File: config.mk
export PLATFORM = sky130hd
export DESIGN_NAME = rb_multi_dec
export DESIGN_NICKNAME = d
export VERILOG_FILES = /design/src/rtl/rb_pkg.sv /design/src/rtl/rb_long_dec.sv /design/src/rtl/rb_group_lut.sv /design/src/rtl/rb_ctrl.sv /design/src/rtl/rb_multi_dec.sv
export SDC_FILE = /design/constraint.sdc
export NUM_CORES = 1
export LEC_CHECK = 0
export ABC_AREA = 1
export CORE_MARGIN = 3
export CORE_UTILIZATION = 35
export DETAILED_ROUTE_END_ITERATION = 12
export SYNTH_ARGS = -nofsm -noshare
export SYNTH_HDL_FRONTEND = slang
export SYNTH_SLANG_ARGS = --single-unit
File: constraint.sdc
create_clock -name clk -period 42.3 [get_ports clk]
set_input_delay 12.69 -clock clk [delete_from_list [all_inputs] [get_ports clk]]
set_output_delay 12.69 -clock clk [all_outputs]
set_load 0.02 [all_outputs]
File: src/rtl/rb_pkg.sv
package rb_pkg;

  typedef struct packed {
    logic [3:0] run;
    logic [3:0] len;
  } code_t;

  // one short code, zero budget 0..6, b = next three stream bits (MSB first)
  function automatic code_t short_code(input logic [3:0] zl, input logic [2:0] b);
    code_t c;
    c = '0;
    case (zl)
      4'd1: begin c.len = 4'd1; c.run = b[2] ? 4'd0 : 4'd1; end
      4'd2: begin
        if (b[2]) begin c.len = 4'd1; c.run = 4'd0; end
        else begin c.len = 4'd2; c.run = b[1] ? 4'd1 : 4'd2; end
      end
      4'd3: begin c.len = 4'd2; c.run = 4'd3 - {2'b00, b[2:1]}; end
      4'd4: begin
        if (b[2] | b[1]) begin c.len = 4'd2; c.run = 4'd3 - {2'b00, b[2:1]}; end
        else begin c.len = 4'd3; c.run = b[0] ? 4'd3 : 4'd4; end
      end
      4'd5: begin
        if (b[2]) begin c.len = 4'd2; c.run = b[1] ? 4'd0 : 4'd1; end
        else begin c.len = 4'd3; c.run = 4'd5 - {1'b0, b}; end
      end
      4'd6: begin
        if (b[2:1] == 2'b11) begin c.len = 4'd2; c.run = 4'd0; end
        else begin
          c.len = 4'd3;
          case (b)
            3'b000:  c.run = 4'd1;
            3'b001:  c.run = 4'd2;
            3'b011:  c.run = 4'd3;
            3'b010:  c.run = 4'd4;
            3'b101:  c.run = 4'd5;
            default: c.run = 4'd6;
          endcase
        end
      end
      default: c = '0;
    endcase
    return c;
  endfunction

endpackage

File: src/rtl/rb_long_dec.sv
module rb_long_dec (
  input  logic [10:0] win,
  output logic [3:0]  run,
  output logic [3:0]  len
);
  logic [3:0] hi_pos;
  logic       hit;

  always_comb begin
    hi_pos = '0;
    hit    = 1'b0;
    for (int i = 0; i < 8; i++) begin
      if (win[i]) begin
        hi_pos = 4'(i);
        hit    = 1'b1;
      end
    end
    if (win[10:8] != 3'b000) begin
      run = 4'd7 - {1'b0, win[10:8]};
      len = 4'd3;
    end else if (hit) begin
      run = 4'd14 - hi_pos;
      len = 4'd11 - hi_pos;
    end else begin
      run = 4'd0;
      len = 4'd11;
    end
  end
endmodule

File: src/rtl/rb_group_lut.sv
module rb_group_lut
  import rb_pkg::*;
#(
  parameter int N   = 3,
  parameter int W   = 8,
  parameter int GRP = 3
) (
  input  logic [3:0]       zl,
  input  logic [W-1:0]     win,
  output logic [GRP*4-1:0] runs,
  output logic [3:0]       len
);
  localparam int PW = W + 3;

  logic [PW-1:0] pad;
  assign pad = {win, 3'b000};

  always_comb begin
    logic [3:0] z;
    int         off;
    code_t      c;
    runs = '0;
    z    = zl;
    off  = 0;
    for (int i = 0; i < N; i++) begin
      c = short_code(z, pad[PW-1-off -: 3]);
      runs[4*i +: 4] = c.run;
      off = off + int'(c.len);
      z   = z - c.run;
    end
    len = 4'(off);
  end
endmodule

File: src/rtl/rb_ctrl.sv
module rb_ctrl #(
  parameter int ZL_W  = 4,
  parameter int CNT_W = 4
) (
  input  logic             clk,
  input  logic             rst_n,
  input  logic             start,
  input  logic [ZL_W-1:0]  tz,
  input  logic [CNT_W-1:0] nr,
  input  logic             ready,
  input  logic [CNT_W-1:0] step_n,
  input  logic [ZL_W:0]    run_sum,
  output logic             busy,
  output logic [ZL_W-1:0]  zl_q,
  output logic [CNT_W-1:0] cnt_q,
  output logic             done_q
);
  always_ff @(posedge clk) begin
    if (!rst_n) begin
      busy   <= 1'b0;
      zl_q   <= '0;
      cnt_q  <= '0;
      done_q <= 1'b0;
    end else begin
      done_q <= 1'b0;
      if (busy) begin
        if (ready) begin
          zl_q  <= (run_sum >= {1'b0, zl_q}) ? '0 : zl_q - run_sum[ZL_W-1:0];
          cnt_q <= cnt_q - step_n;
          if (cnt_q == step_n) begin
            busy   <= 1'b0;
            done_q <= 1'b1;
          end
        end
      end else if (start) begin
        zl_q   <= tz;
        cnt_q  <= nr;
        busy   <= (nr != '0);
        done_q <= (nr == '0);
      end
    end
  end
endmodule

File: src/rtl/rb_multi_dec.sv
module rb_multi_dec #(
  parameter int ZL_W      = 4,
  parameter int WIN_W     = 11,
  parameter int GRP       = 3,
  parameter int MULTI_MAX = 6
) (
  input  logic               clk,
  input  logic               rst_n,
  input  logic               start,
  input  logic [ZL_W-1:0]    total_zeros,
  input  logic [ZL_W-1:0]    num_runs,
  input  logic [WIN_W-1:0]   win,
  input  logic               out_ready,
  output logic               out_valid,
  output logic [GRP*4-1:0]   run_vals,
  output logic [GRP-1:0]     run_vld,
  output logic [3:0]         bits_used,
  output logic               done
);
  localparam int RV_W = GRP * 4;

  logic [ZL_W-1:0] zl_q;
  logic [ZL_W-1:0] cnt_q;
  logic [ZL_W-1:0] step_n;
  logic [ZL_W:0]   run_sum;
  logic            busy;

  logic [RV_W-1:0] tbl_runs [GRP];
  logic [3:0]      tbl_len  [GRP];
  logic [3:0]      long_run;
  logic [3:0]      long_len;

  // one lookup per symbol count; wider tables see more leading window bits
  for (genvar t = 0; t < GRP; t++) begin : g_tbl
    localparam int W = (t == 0) ? 3 : ((t == 1) ? 6 : 8);
    rb_group_lut #(.N(t + 1), .W(W), .GRP(GRP)) u_lut (
      .zl   (zl_q),
      .win  (win[WIN_W-1 -: W]),
      .runs (tbl_runs[t]),
      .len  (tbl_len[t])
    );
  end

  rb_long_dec u_long (
    .win (win[WIN_W-1 -: 11]),
    .run (long_run),
    .len (long_len)
  );

  always_comb begin
    logic [ZL_W-1:0] grp_n;
    grp_n = (cnt_q >= ZL_W'(GRP)) ? ZL_W'(GRP) : cnt_q;
    if (zl_q <= ZL_W'(MULTI_MAX)) begin
      step_n = grp_n;
      if (grp_n == '0) begin
        run_vals  = '0;
        bits_used = '0;
      end else begin
        run_vals  = tbl_runs[grp_n - 1'b1];
        bits_used = tbl_len[grp_n - 1'b1];
      end
    end else begin
      step_n    = ZL_W'(1);
      run_vals  = {{(RV_W-4){1'b0}}, long_run};
      bits_used = long_len;
    end
    run_sum = '0;
    for (int i = 0; i < GRP; i++) begin
      run_sum = run_sum + {1'b0, run_vals[4*i +: 4]};
    end
    for (int i = 0; i < GRP; i++) begin
      run_vld[i] = busy && (ZL_W'(i) < step_n);
    end
  end

  rb_ctrl #(.ZL_W(ZL_W), .CNT_W(ZL_W)) u_ctrl (
    .clk     (clk),
    .rst_n   (rst_n),
    .start   (start),
    .tz      (total_zeros),
    .nr      (num_runs),
    .ready   (out_ready),
    .step_n  (step_n),
    .run_sum (run_sum),
    .busy    (busy),
    .zl_q    (zl_q),
    .cnt_q   (cnt_q),
    .done_q  (done)
  );

  assign out_valid = busy;
endmodule

==> qor.yml, run 1 <==
floorplanning:
  die_y_microns: 102.1
  rows: 34
  io_pins: 44
  core_sq_mm: 0.008848
  design.die.area_sq_mm: 0.01042
  die_width_microns: 102.1
  start_util: 0.3651
timing:
  finalHoldViolations: 0
  period_minus_slack_ns: 33.66
  setup_viol: 0
  final-max-slew-violation-count: 0
  period_share: 0.7957
  max_freq_mhz: 29.71
  rsz0062_at_grt: "false"
  fin_worst_skew_ns: 0.003049
  relSlewSlack: 0.4022
  tightest_slew_ns: 0.8968
  tns_ns: 0
worst_hold_path:
  hold_end: "u_ctrl.cnt_q[3]"
  whs_path_depth: 2
  hold_class: "register to register"
  hold_start: "u_ctrl.cnt_q[3]"
yosys:
  synth_cells: 552
  synthArstFlopShare: 0
  netlist_area_sq_mm: 0.003231
  synthXorXnorAreaFrac: 0.03253
  ys_seq_area_frac: 0.06197
  yosysWarnings: 0
  synth_cell_type_count: 48
  synth-edff-count: 0
  synth_mux_area_frac: 0
  synth_seq_cells: 10
  synth-compound-area-share: 0.2076
  synth-simple-area-share: 0.3861
  synth_top_family_by_area: "simple AND/OR/NAND/NOR gates"
  synthAdderAreaFrac: 0.1789
  synth_flop_cell: "dfxtp_1"
  syn_avg_cell_area_sq_um: 5.853
global_route:
  antenna_found_initial: 0
  grt_max_degree: 16
  grt_pass1_vias: 3471
  grt_pass1_wl_microns: 16130
  grt.total_usage: 0.1867
  grt_overflow: 0
worst_setup_path:
  timing.rr.end: "u_ctrl.zl_q[1]"
  r2r_start: "u_ctrl.zl_q[2]"
  cp-start-kind: "primary input"
  worstSetupPathType: "primary input to output port"
  rrSetupSlack_ns: 33.16
  r2r_cells: 43
  cp_common_cell: "inv_1"
  worstPathArrival_ns: 20.97
  cp_data_required_time_ns: 29.61
  cpPeakStageDelay_ns: 0.70
  worstSetupEndpointType: "output port"
  crit_path_top_delay_cell: "clkdlybuf4s50_1"
  cp_max_fo: 15
routing:
  wl_microns: 9478
  vias: 3657
  drtPass1Iterations: 5
  wl_per_cell_microns: 13.56
  vias_per_cell: 5.232
  drt_iter0_drc: 197
  drcViolationCount: 0
  ant_nets: 0
clocking:
  clockBufferDepth: 2
  clk_latency_ns: 0.24
  cts.sinks: 10
  cts_setup_buffers: 0
  clk_root_buffer_cell: "clkbuf_8"
  cts_resized: 0
  clk_pin_slew_ns: 0.05
  cts_hold_buf: 0
  cts.htree.levels: 1
  cts_buffers: 3
  cts_tree: "built"
cells_and_area:
  syn_to_final_growth_pct: 17.39
  layout-drive-gt1-share: 0.06091
  num-fill-cells: 975
  final_nets: 654
  final_util: 0.4286
  multi_input_area_sq_mm: 0.002620
  fin_area_sq_mm: 0.003792
  final-seq-area_sq_um: 200.2
  antenna_cells: 0
power_and_ir_drop:
  switchingPower_mw: 0.1972
  clockPowerShare: 0.038
  ir_drop_v: 0.00003439
  power_density_mw_per_mm2: 84.26
  swShare: 0.6171
  p_total_mw: 0.3196
  p_int_mw: 0.1224
  leakage_nw: 1.856
  seq_power_share: 0.038
  comb_power_share: 0.924
place:
  dp_hpwl_microns: 8061
  place_area_sq_mm: 0.003737
  io_buffers: 41
  gp_congestion: 0.9551
flow_run:
  drv_cap: 0
outcome:
  status: "completed"
[cells in the mapped netlist, types with 6 or more instances]
cell	n	share of area
nand2_1	115	0.13
inv_1	93	0.11
nor2_1	64	0.074
nand3_1	42	0.065
o21ai_0	38	0.059
a21oi_1	29	0.045
ha_1	27	0.10
nor3_1	17	0.026
fa_1	12	0.074
dfxtp_1	10	0.062
nand3_2	7	0.022
xor2_1	7	0.019
o211ai_1	6	0.014
[layer usage]
metal  GRT usage  vias to the layer above  share of wire
li1            -                     1902              -
met4     0.03532                        0          0.014
met1      0.2409                     1635           0.44
met3    0.009556                       12          0.044
met2      0.3453                      108           0.50
met5           0                        -              0
[stage by stage]
step	cells	setup WS, ns	hold WS, ns
6_report	699	8.641	0.5027
5_1_grt	699	7.782	0.5388
4_1_cts	699	8.685	0.5012
3_5_place_dp	695	8.677	0.4949
3_3_place_gp	695	8.879	0.4861
2_1_floorplan	555	10.78	0.4701
[critical path: cells and delay by family]
kind,cells,cell delay (ns)
buffers and inverters,12,2.61
AND/OR/NAND/NOR,10,1.81
XOR/XNOR,2,0.41
AO/OA/AOI/OAI,7,1.56
adder cells (fa/ha/maj),6,1.87
[how the worst max path moves through the flow]
stage	start	cells after the start	slack (ns)	to
after detailed placement	win[10]	37	8.68	bits_used[2]
after floorplan	win[9]	36	10.78	bits_used[2]
final	win[10]	37	8.64	bits_used[2]
after global placement	win[10]	37	8.88	bits_used[2]
after CTS	win[10]	37	8.69	bits_used[2]
after global routing	win[10]	37	7.78	bits_used[2]
[cells in the final DEF, fill, tap and decap left out, types with 4 or more instances in the layout]
| cell type | count |
|---|---|
| ha_1 | 27 |
| nor3_1 | 17 |
| nand2_1 | 115 |
| inv_2 | 5 |
| nor2_4 | 5 |
| nand4_1 | 5 |
| dfxtp_1 | 10 |
| o211ai_1 | 6 |
| conb_1 | 5 |
| a21oi_1 | 29 |
| xor2_1 | 7 |
| nor2_1 | 64 |
| a211oi_1 | 5 |
| clkbuf_8 | 4 |
| clkdlybuf4s50_1 | 41 |
| o21ai_0 | 38 |
| nand2_2 | 4 |
| o22ai_1 | 4 |
| xnor2_1 | 5 |
| inv_1 | 93 |
| a221oi_1 | 5 |
| o21a_1 | 4 |
| nand3_1 | 42 |
| fa_1 | 12 |
| nand3_2 | 7 |
[cells by family (layout without fill, tap and decap cells)]
| logic type | Yosys count | after routing |
|---|---|---|
| buffers and inverters | 108 | 144 |
| DFF | 10 | 10 |
| xor gates and xnor gates | 12 | 12 |
| and+or+nand+nor | 271 | 271 |
| adders and majority gates | 39 | 39 |
| AOI/OAI and AO/OA | 110 | 110 |
| other | 2 | 5 |
[final cells by class]
type                       count  area share
sequential                    10     0.05279
multi-input combinational    437      0.6909
tap                          108     0.03563
clock buffer                   4     0.01452
timing repair buffer          41      0.1082
inverter                      99     0.09799
[state kept, by name, summed over array words and instances (netlist names)]
signal and cells:
u_ctrl.zl_q 4, u_ctrl.done_q 1, u_ctrl.cnt_q 4, u_ctrl.busy 1
[power groups by stage]
stage | clock network, mW | logic, mW | registers [mW]
after detailed placement | 0 | 0.292 | 0.0125
after global placement | 0 | 0.291 | 0.0124
after CTS | 0.0122 | 0.294 | 0.0123
after floorplan | 0 | 0.229 | 0.0121
final | 0.0120 | 0.295 | 0.0123
after global routing | 0.0125 | 0.339 | 0.0125
(Power assumes the default switching activity.)
==> run 2: changes to the inputs <==
==> constraint.sdc (replaced) <==
create_clock -name clk -period 32.2 [get_ports clk]
set_input_delay 9.66 -clock clk [delete_from_list [all_inputs] [get_ports clk]]
set_output_delay 9.66 -clock clk [all_outputs]
set_load 0.02 [all_outputs]
==> qor.yml, run 2 (synthesis gave the netlist of run 1 again) <==
outcome:
  status: "completed"
global_route:
  globalRouteMet3Util: 0.01160  # +0.002048
  grt_pass1_wl_microns: 16460  # +2.0%
  grt_overflow: 0  # unchanged
  grt.total_usage: 0.1914  # +0.004685
  antenna_found_initial: 0  # unchanged
  grtUsageMet1: 0.2447  # +0.003820
  grt_max_degree: 16  # unchanged
  gr-usage-met2: 0.3498  # +0.004498
  top_usage_layer: "met2"
  grt_pass1_vias: 3544  # +2.1%
timing:
  setup_viol: 0  # unchanged
  period_share: 0.8565
  worst_slack_ns: 4.621  # -4.019 ns
  fin_worst_skew_ns: 0.006396  # +0.003348 ns
  final-max-slew-violation-count: 0  # unchanged
  finalHoldViolations: 0  # unchanged
  tightest_slew_ns: 0.8665  # -0.03030 ns
  rsz0062_at_grt: "false"
  period_minus_slack_ns: 27.58
  max_freq_mhz: 36.26
  tns_ns: 0  # unchanged
  relSlewSlack: 0.4224  # +0.02020
worst_setup_path:
  r2r_start: "u_ctrl.zl_q[2]"
  rrSetupSlack_ns: 23.01  # -10.15 ns
  cp_data_required_time_ns: 22.54  # -7.07 ns
  r2r_cells: 43  # unchanged
  cpPeakStageDelay_ns: 0.71  # about the same
  cp-endpoint: "bits_used[2]"
  crit_path_top_delay_cell: "clkdlybuf4s50_1"
  worstSetupEndpointType: "output port"
  crit_start: "win[10]"
  worstSetupPathType: "primary input to output port"
  worstPathArrival_ns: 17.92  # -3.05 ns
  cp-start-kind: "primary input"
  timing.rr.end: "u_ctrl.zl_q[0]"
  cp_common_cell: "inv_1"
  cp_max_fo: 15  # unchanged
clocking:
  cts_buffers: 3  # unchanged
  cts_hold_buf: 0  # unchanged
  clockBufferDepth: 2  # unchanged
  clk_latency_ns: 0.24  # about the same
  clk_root_buffer_cell: "clkbuf_8"
  clk_pin_slew_ns: 0.05  # about the same
  cts.sinks: 10  # unchanged
  cts.htree.levels: 1  # unchanged
  cts_tree: "built"
  cts_setup_buffers: 0  # unchanged
  cts_resized: 0  # unchanged
cells_and_area:
  num-fill-cells: 986  # +1.1%
  final_cell_mix: "115 x nand2_1, 93 x inv_1, 64 x nor2_1, 42 x nand3_1, 41 x clkdlybuf4s50_1"
  layout-drive-gt1-share: 0.06091  # unchanged
  final_util: 0.4286  # unchanged
  final-seq-area_sq_um: 200.2  # unchanged
  multi_input_area_sq_mm: 0.002620  # unchanged
  syn_to_final_growth_pct: 17.39  # unchanged
  reg_top3: "u_ctrl.cnt_q: 4 flops, u_ctrl.zl_q: 4 flops"
  final_nets: 654  # unchanged
  antenna_cells: 0  # unchanged
  final_common_cell: "nand2_1"
floorplanning:
  design.die.area_sq_mm: 0.01042  # unchanged
  start_util: 0.3651  # unchanged
  core_sq_mm: 0.008848  # unchanged
  die_y_microns: 102.1  # unchanged
  rows: 34  # unchanged
  die_width_microns: 102.1  # unchanged
  io_pins: 44  # unchanged
place:
  pre_cts_slack_ns: 4.646  # -4.030 ns
  gp_congestion: 0.9552  # about the same
  io_buffers: 41  # unchanged
  dp_hpwl_microns: 8156  # +1.2%
routing:
  drt_iter0_drc: 217  # +10%
  vias: 3709  # +1.4%
  drtPass1Iterations: 6  # +1
  vias_per_cell: 5.306  # +1.4%
  drcViolationCount: 0  # unchanged
  wl_per_cell_microns: 13.83  # +2.0%
  wl_microns: 9666  # +2.0%
  ant_nets: 0  # unchanged
power_and_ir_drop:
  power_density_mw_per_mm2: 111.2  # +32%
  p_total_mw: 0.4216  # +32%
  leakage_nw: 1.856  # unchanged
  ir_drop_v: 0.00005526  # +61%
worst_hold_path:
  hold_start: "u_ctrl.cnt_q[3]"
  hold_class: "register to register"
flow_run:
  drv_cap: 0  # unchanged
## run 2: worst max-delay path, delay by kind of cell
family | cells | cell delay (ns)
buf+inv | 12 | 2.60
fa+ha+maj | 6 | 1.89
compound gates | 7 | 1.55
simple gates | 10 | 1.81
xor+xnor | 2 | 0.42
## run 2: where the power goes
group          internal (mW)  leakage [nW]  switching [mW]
logic                  0.136          1.74           0.254
registers             0.0139        0.0827         0.00222
clock network         0.0108        0.0288         0.00527
total                  0.161          1.86           0.261
## run 2: metrics by stage
stage	instance area, sq um	hold slack [ns]	cells
4_1_cts	3792	0.5023	699
5_1_grt	3792	0.5381	699
3_3_place_gp	3737	0.4861	695
3_5_place_dp	3737	0.4960	695
2_1_floorplan	3242	0.4701	555
6_report	3792	0.5097	699
## run 2: cell type report
cell class / count / share of cell area
Timing Repair Buffer: 41 / 0.1082
Tap cell: 108 / 0.03563
Sequential cell: 10 / 0.05279
Clock buffer: 4 / 0.01452
Inverter: 99 / 0.09799
Multi-Input combinational cell: 437 / 0.6909
## run 2: how the worst min path moves through the flow
stage / end / slack, ns / cells past startpoint
after floorplan: u_ctrl.cnt_q[3] / 0.47 / 2
after global placement: u_ctrl.cnt_q[3] / 0.49 / 2
after detailed placement: u_ctrl.cnt_q[3] / 0.50 / 2
after CTS: u_ctrl.cnt_q[3] / 0.50 / 2
after global routing: u_ctrl.cnt_q[3] / 0.54 / 2
final: u_ctrl.cnt_q[3] / 0.51 / 2
## run 2: per-layer routing
layer,up-vias,share of wire
li1,1902,-
met5,-,0
met4,0,0.017
met3,17,0.037
met1,1682,0.44
met2,108,0.51
==> run 3: changes to the inputs <==
--- a/config.mk
+++ b/config.mk
@@ -7,8 +7,9 @@
 export LEC_CHECK = 0
 export ABC_AREA = 1
 export CORE_MARGIN = 3
-export CORE_UTILIZATION = 35
+export CORE_UTILIZATION = 52
 export DETAILED_ROUTE_END_ITERATION = 12
+export PLACE_DENSITY = 0.79
 export SYNTH_ARGS = -nofsm -noshare
 export SYNTH_HDL_FRONTEND = slang
 export SYNTH_SLANG_ARGS = --single-unit
==> constraint.sdc (replaced) <==
create_clock -name clk -period 24.7 [get_ports clk]
set_input_delay 7.41 -clock clk [delete_from_list [all_inputs] [get_ports clk]]
set_output_delay 7.41 -clock clk [all_outputs]
set_load 0.02 [all_outputs]
==> qor.yml, run 3 (synthesis gave the netlist of run 1 again) <==
clocking:
  cts.htree.levels: 1  # unchanged
  clk_pin_slew_ns: 0.05  # about the same
  clk_root_buffer_cell: "clkbuf_8"
  clockBufferDepth: 2  # unchanged
  cts.sinks: 10  # unchanged
  cts_tree: "built"
  cts_buffers: 3  # unchanged
  cts_resized: 0  # unchanged
  clk_latency_ns: 0.23  # about the same
  cts_hold_buf: 0  # unchanged
  cts_setup_buffers: 0  # unchanged
outcome:
  status: "completed"
routing:
  drt_iter0_drc: 204  # -6.0%
  wl_per_cell_microns: 13.90  # +0.50%
  ant_nets: 0  # unchanged
  dr_wl_met3_microns: 357  # -0.56%
  vias_per_cell: 5.609  # +5.7%
  vias: 3730  # +0.57%
  drcViolationCount: 0  # unchanged
  drtPass1Iterations: 5  # -1
  routed.top_layer: "met4"
  met2_length_microns: 4534  # -7.5%
  wl_microns: 9242  # -4.4%
  met1_length_microns: 4160  # -1.8%
worst_setup_path:
  cp_common_cell: "inv_1"
  r2r_cells: 43  # unchanged
  cp-endpoint: "bits_used[2]"
  critical_path_buf_inv_count: 12  # unchanged
  worstPathArrival_ns: 15.87  # -2.05 ns
  cp_max_fo: 15  # unchanged
  timing.rr.end: "u_ctrl.zl_q[1]"
  cp_data_required_time_ns: 17.29  # -5.25 ns
  worstSetupEndpointType: "output port"
  crit_family: "buffers and inverters"
  cp-start-kind: "primary input"
  crit_path_top_delay_cell: "o311ai_1"
  r2r_start: "u_ctrl.zl_q[2]"
  critical_path_depth: 37  # unchanged
  crit_start: "win[10]"
  rrSetupSlack_ns: 15.51  # -7.50 ns
  worstSetupPathType: "primary input to output port"
  cpPeakStageDelay_ns: 0.80  # +0.09 ns
timing:
  setup_viol: 0  # unchanged
  relSlewSlack: 0.3784  # -0.04393
  max_freq_mhz: 42.96
  tns_ns: 0  # unchanged
  period_minus_slack_ns: 23.28
  worst_slack_ns: 1.424  # -3.198 ns
  finalHoldViolations: 0  # unchanged
  period_share: 0.9424
  rsz0062_at_grt: "false"
  final-max-slew-violation-count: 0  # unchanged
  fin_worst_skew_ns: 0.0007407  # -0.005655 ns
  tightest_slew_ns: 0.9179  # +0.05139 ns
floorplanning:
  core_sq_mm: 0.005956  # -33%
  die_width_microns: 84.82  # -17%
  rows: 28  # -18%
  io_pins: 44  # unchanged
  design.die.area_sq_mm: 0.007194  # -31%
  start_util: 0.5424  # +0.1773
  die_y_microns: 84.82  # -17%
cells_and_area:
  antenna_cells: 0  # unchanged
  final_nets: 654  # unchanged
  num-fill-cells: 583  # -41%
  final_common_cell: "nand2_1"
  final_cell_mix: "115 x nand2_1, 93 x inv_1, 64 x nor2_1, 42 x nand3_1, 41 x clkdlybuf4s50_1"
  syn_to_final_growth_pct: 15.69
  reg_top3: "u_ctrl.cnt_q: 4 flops, u_ctrl.zl_q: 4 flops"
  layout-drive-gt1-share: 0.05932  # -0.001592
  finalNonFillerCells: 665  # -4.9%
global_route:
  grt_overflow: 0  # unchanged
  antenna_found_initial: 0  # unchanged
  grt_max_degree: 16  # unchanged
  grt_pass1_wl_microns: 15740  # -4.4%
  grt.total_usage: 0.2583  # +0.06690
  grt_pass1_vias: 3594  # +1.4%
place:
  io_buffers: 41  # unchanged
  placedCellCount: 662  # -4.7%
  dp_hpwl_microns: 7647  # -6.2%
  pre_cts_slack_ns: 1.653  # -2.993 ns
  gp_congestion: 0.9260  # -3.1%
worst_hold_path:
  whs_path_depth: 2  # unchanged
  hold_class: "register to register"
power_and_ir_drop:
  leakage_nw: 1.849  # -0.39%
  ir_drop_v: 0.00007459  # +35%
  power_density_mw_per_mm2: 147.5  # +33%
flow_run:
  drv_cap: 0  # unchanged
[run 3: where the power goes]
| group | internal, mW | switching, mW | leakage (nW) | total, mW |
|---|---|---|---|---|
| clock network | 0.0107 | 0.00619 | 0.0216 | 0.0168 |
| logic | 0.177 | 0.336 | 1.74 | 0.513 |
| registers | 0.0181 | 0.00308 | 0.0827 | 0.0212 |
| total | 0.206 | 0.346 | 1.85 | 0.551 |
[run 3: worst min-delay path by stage]
stage | start | to | slack (ns)
after global placement | u_ctrl.cnt_q[3] | u_ctrl.cnt_q[3] | 0.48
after detailed placement | u_ctrl.cnt_q[3] | u_ctrl.cnt_q[3] | 0.49
after floorplan | u_ctrl.cnt_q[3] | u_ctrl.cnt_q[3] | 0.47
after global routing | u_ctrl.cnt_q[3] | u_ctrl.cnt_q[3] | 0.53
after CTS | u_ctrl.cnt_q[3] | u_ctrl.cnt_q[3] | 0.50
final | u_ctrl.cnt_q[3] | u_ctrl.cnt_q[3] | 0.49
[run 3: per-stage QoR]
step / hold slack [ns] / area, sq um / util / total power [mW]
after global routing: 0.5258 / 3737 / 0.6275 / 0.6130
after global placement: 0.4817 / 3696 / 0.6206 / 0.5186
after detailed placement: 0.4925 / 3696 / 0.6206 / 0.5238
after floorplan: 0.4701 / 3242 / - / 0.4134
after CTS: 0.5000 / 3737 / 0.6275 / 0.5431
final: 0.4946 / 3737 / 0.6275 / 0.5514
[run 3: per-layer routing]
| metal | up-vias | GRT usage |
|---|---|---|
| li1 | 1896 | - |
| met1 | 1698 | 0.3286 |
| met2 | 118 | 0.4776 |
| met3 | 18 | 0.01165 |
| met4 | 0 | 0.06331 |
| met5 | - | 0 |
[run 3: worst min-delay path, cell delays in order (launching register included)]
cell	delay, ns
dfxtp_1	0.32
nand2_1	0.07
a21oi_1	0.05
[run 3: layout make-up]
| cell class | count | area (sq um) | share of cell area |
|---|---|---|---|
| clock buffer | 3 | 41.29 | 0.01105 |
| inverter | 99 | 371.6 | 0.09943 |
| multi-input combinational | 437 | 2620 | 0.7010 |
| sequential | 10 | 200.2 | 0.05357 |
| tap | 75 | 93.84 | 0.02511 |
| timing repair buffer | 41 | 410.4 | 0.1098 |
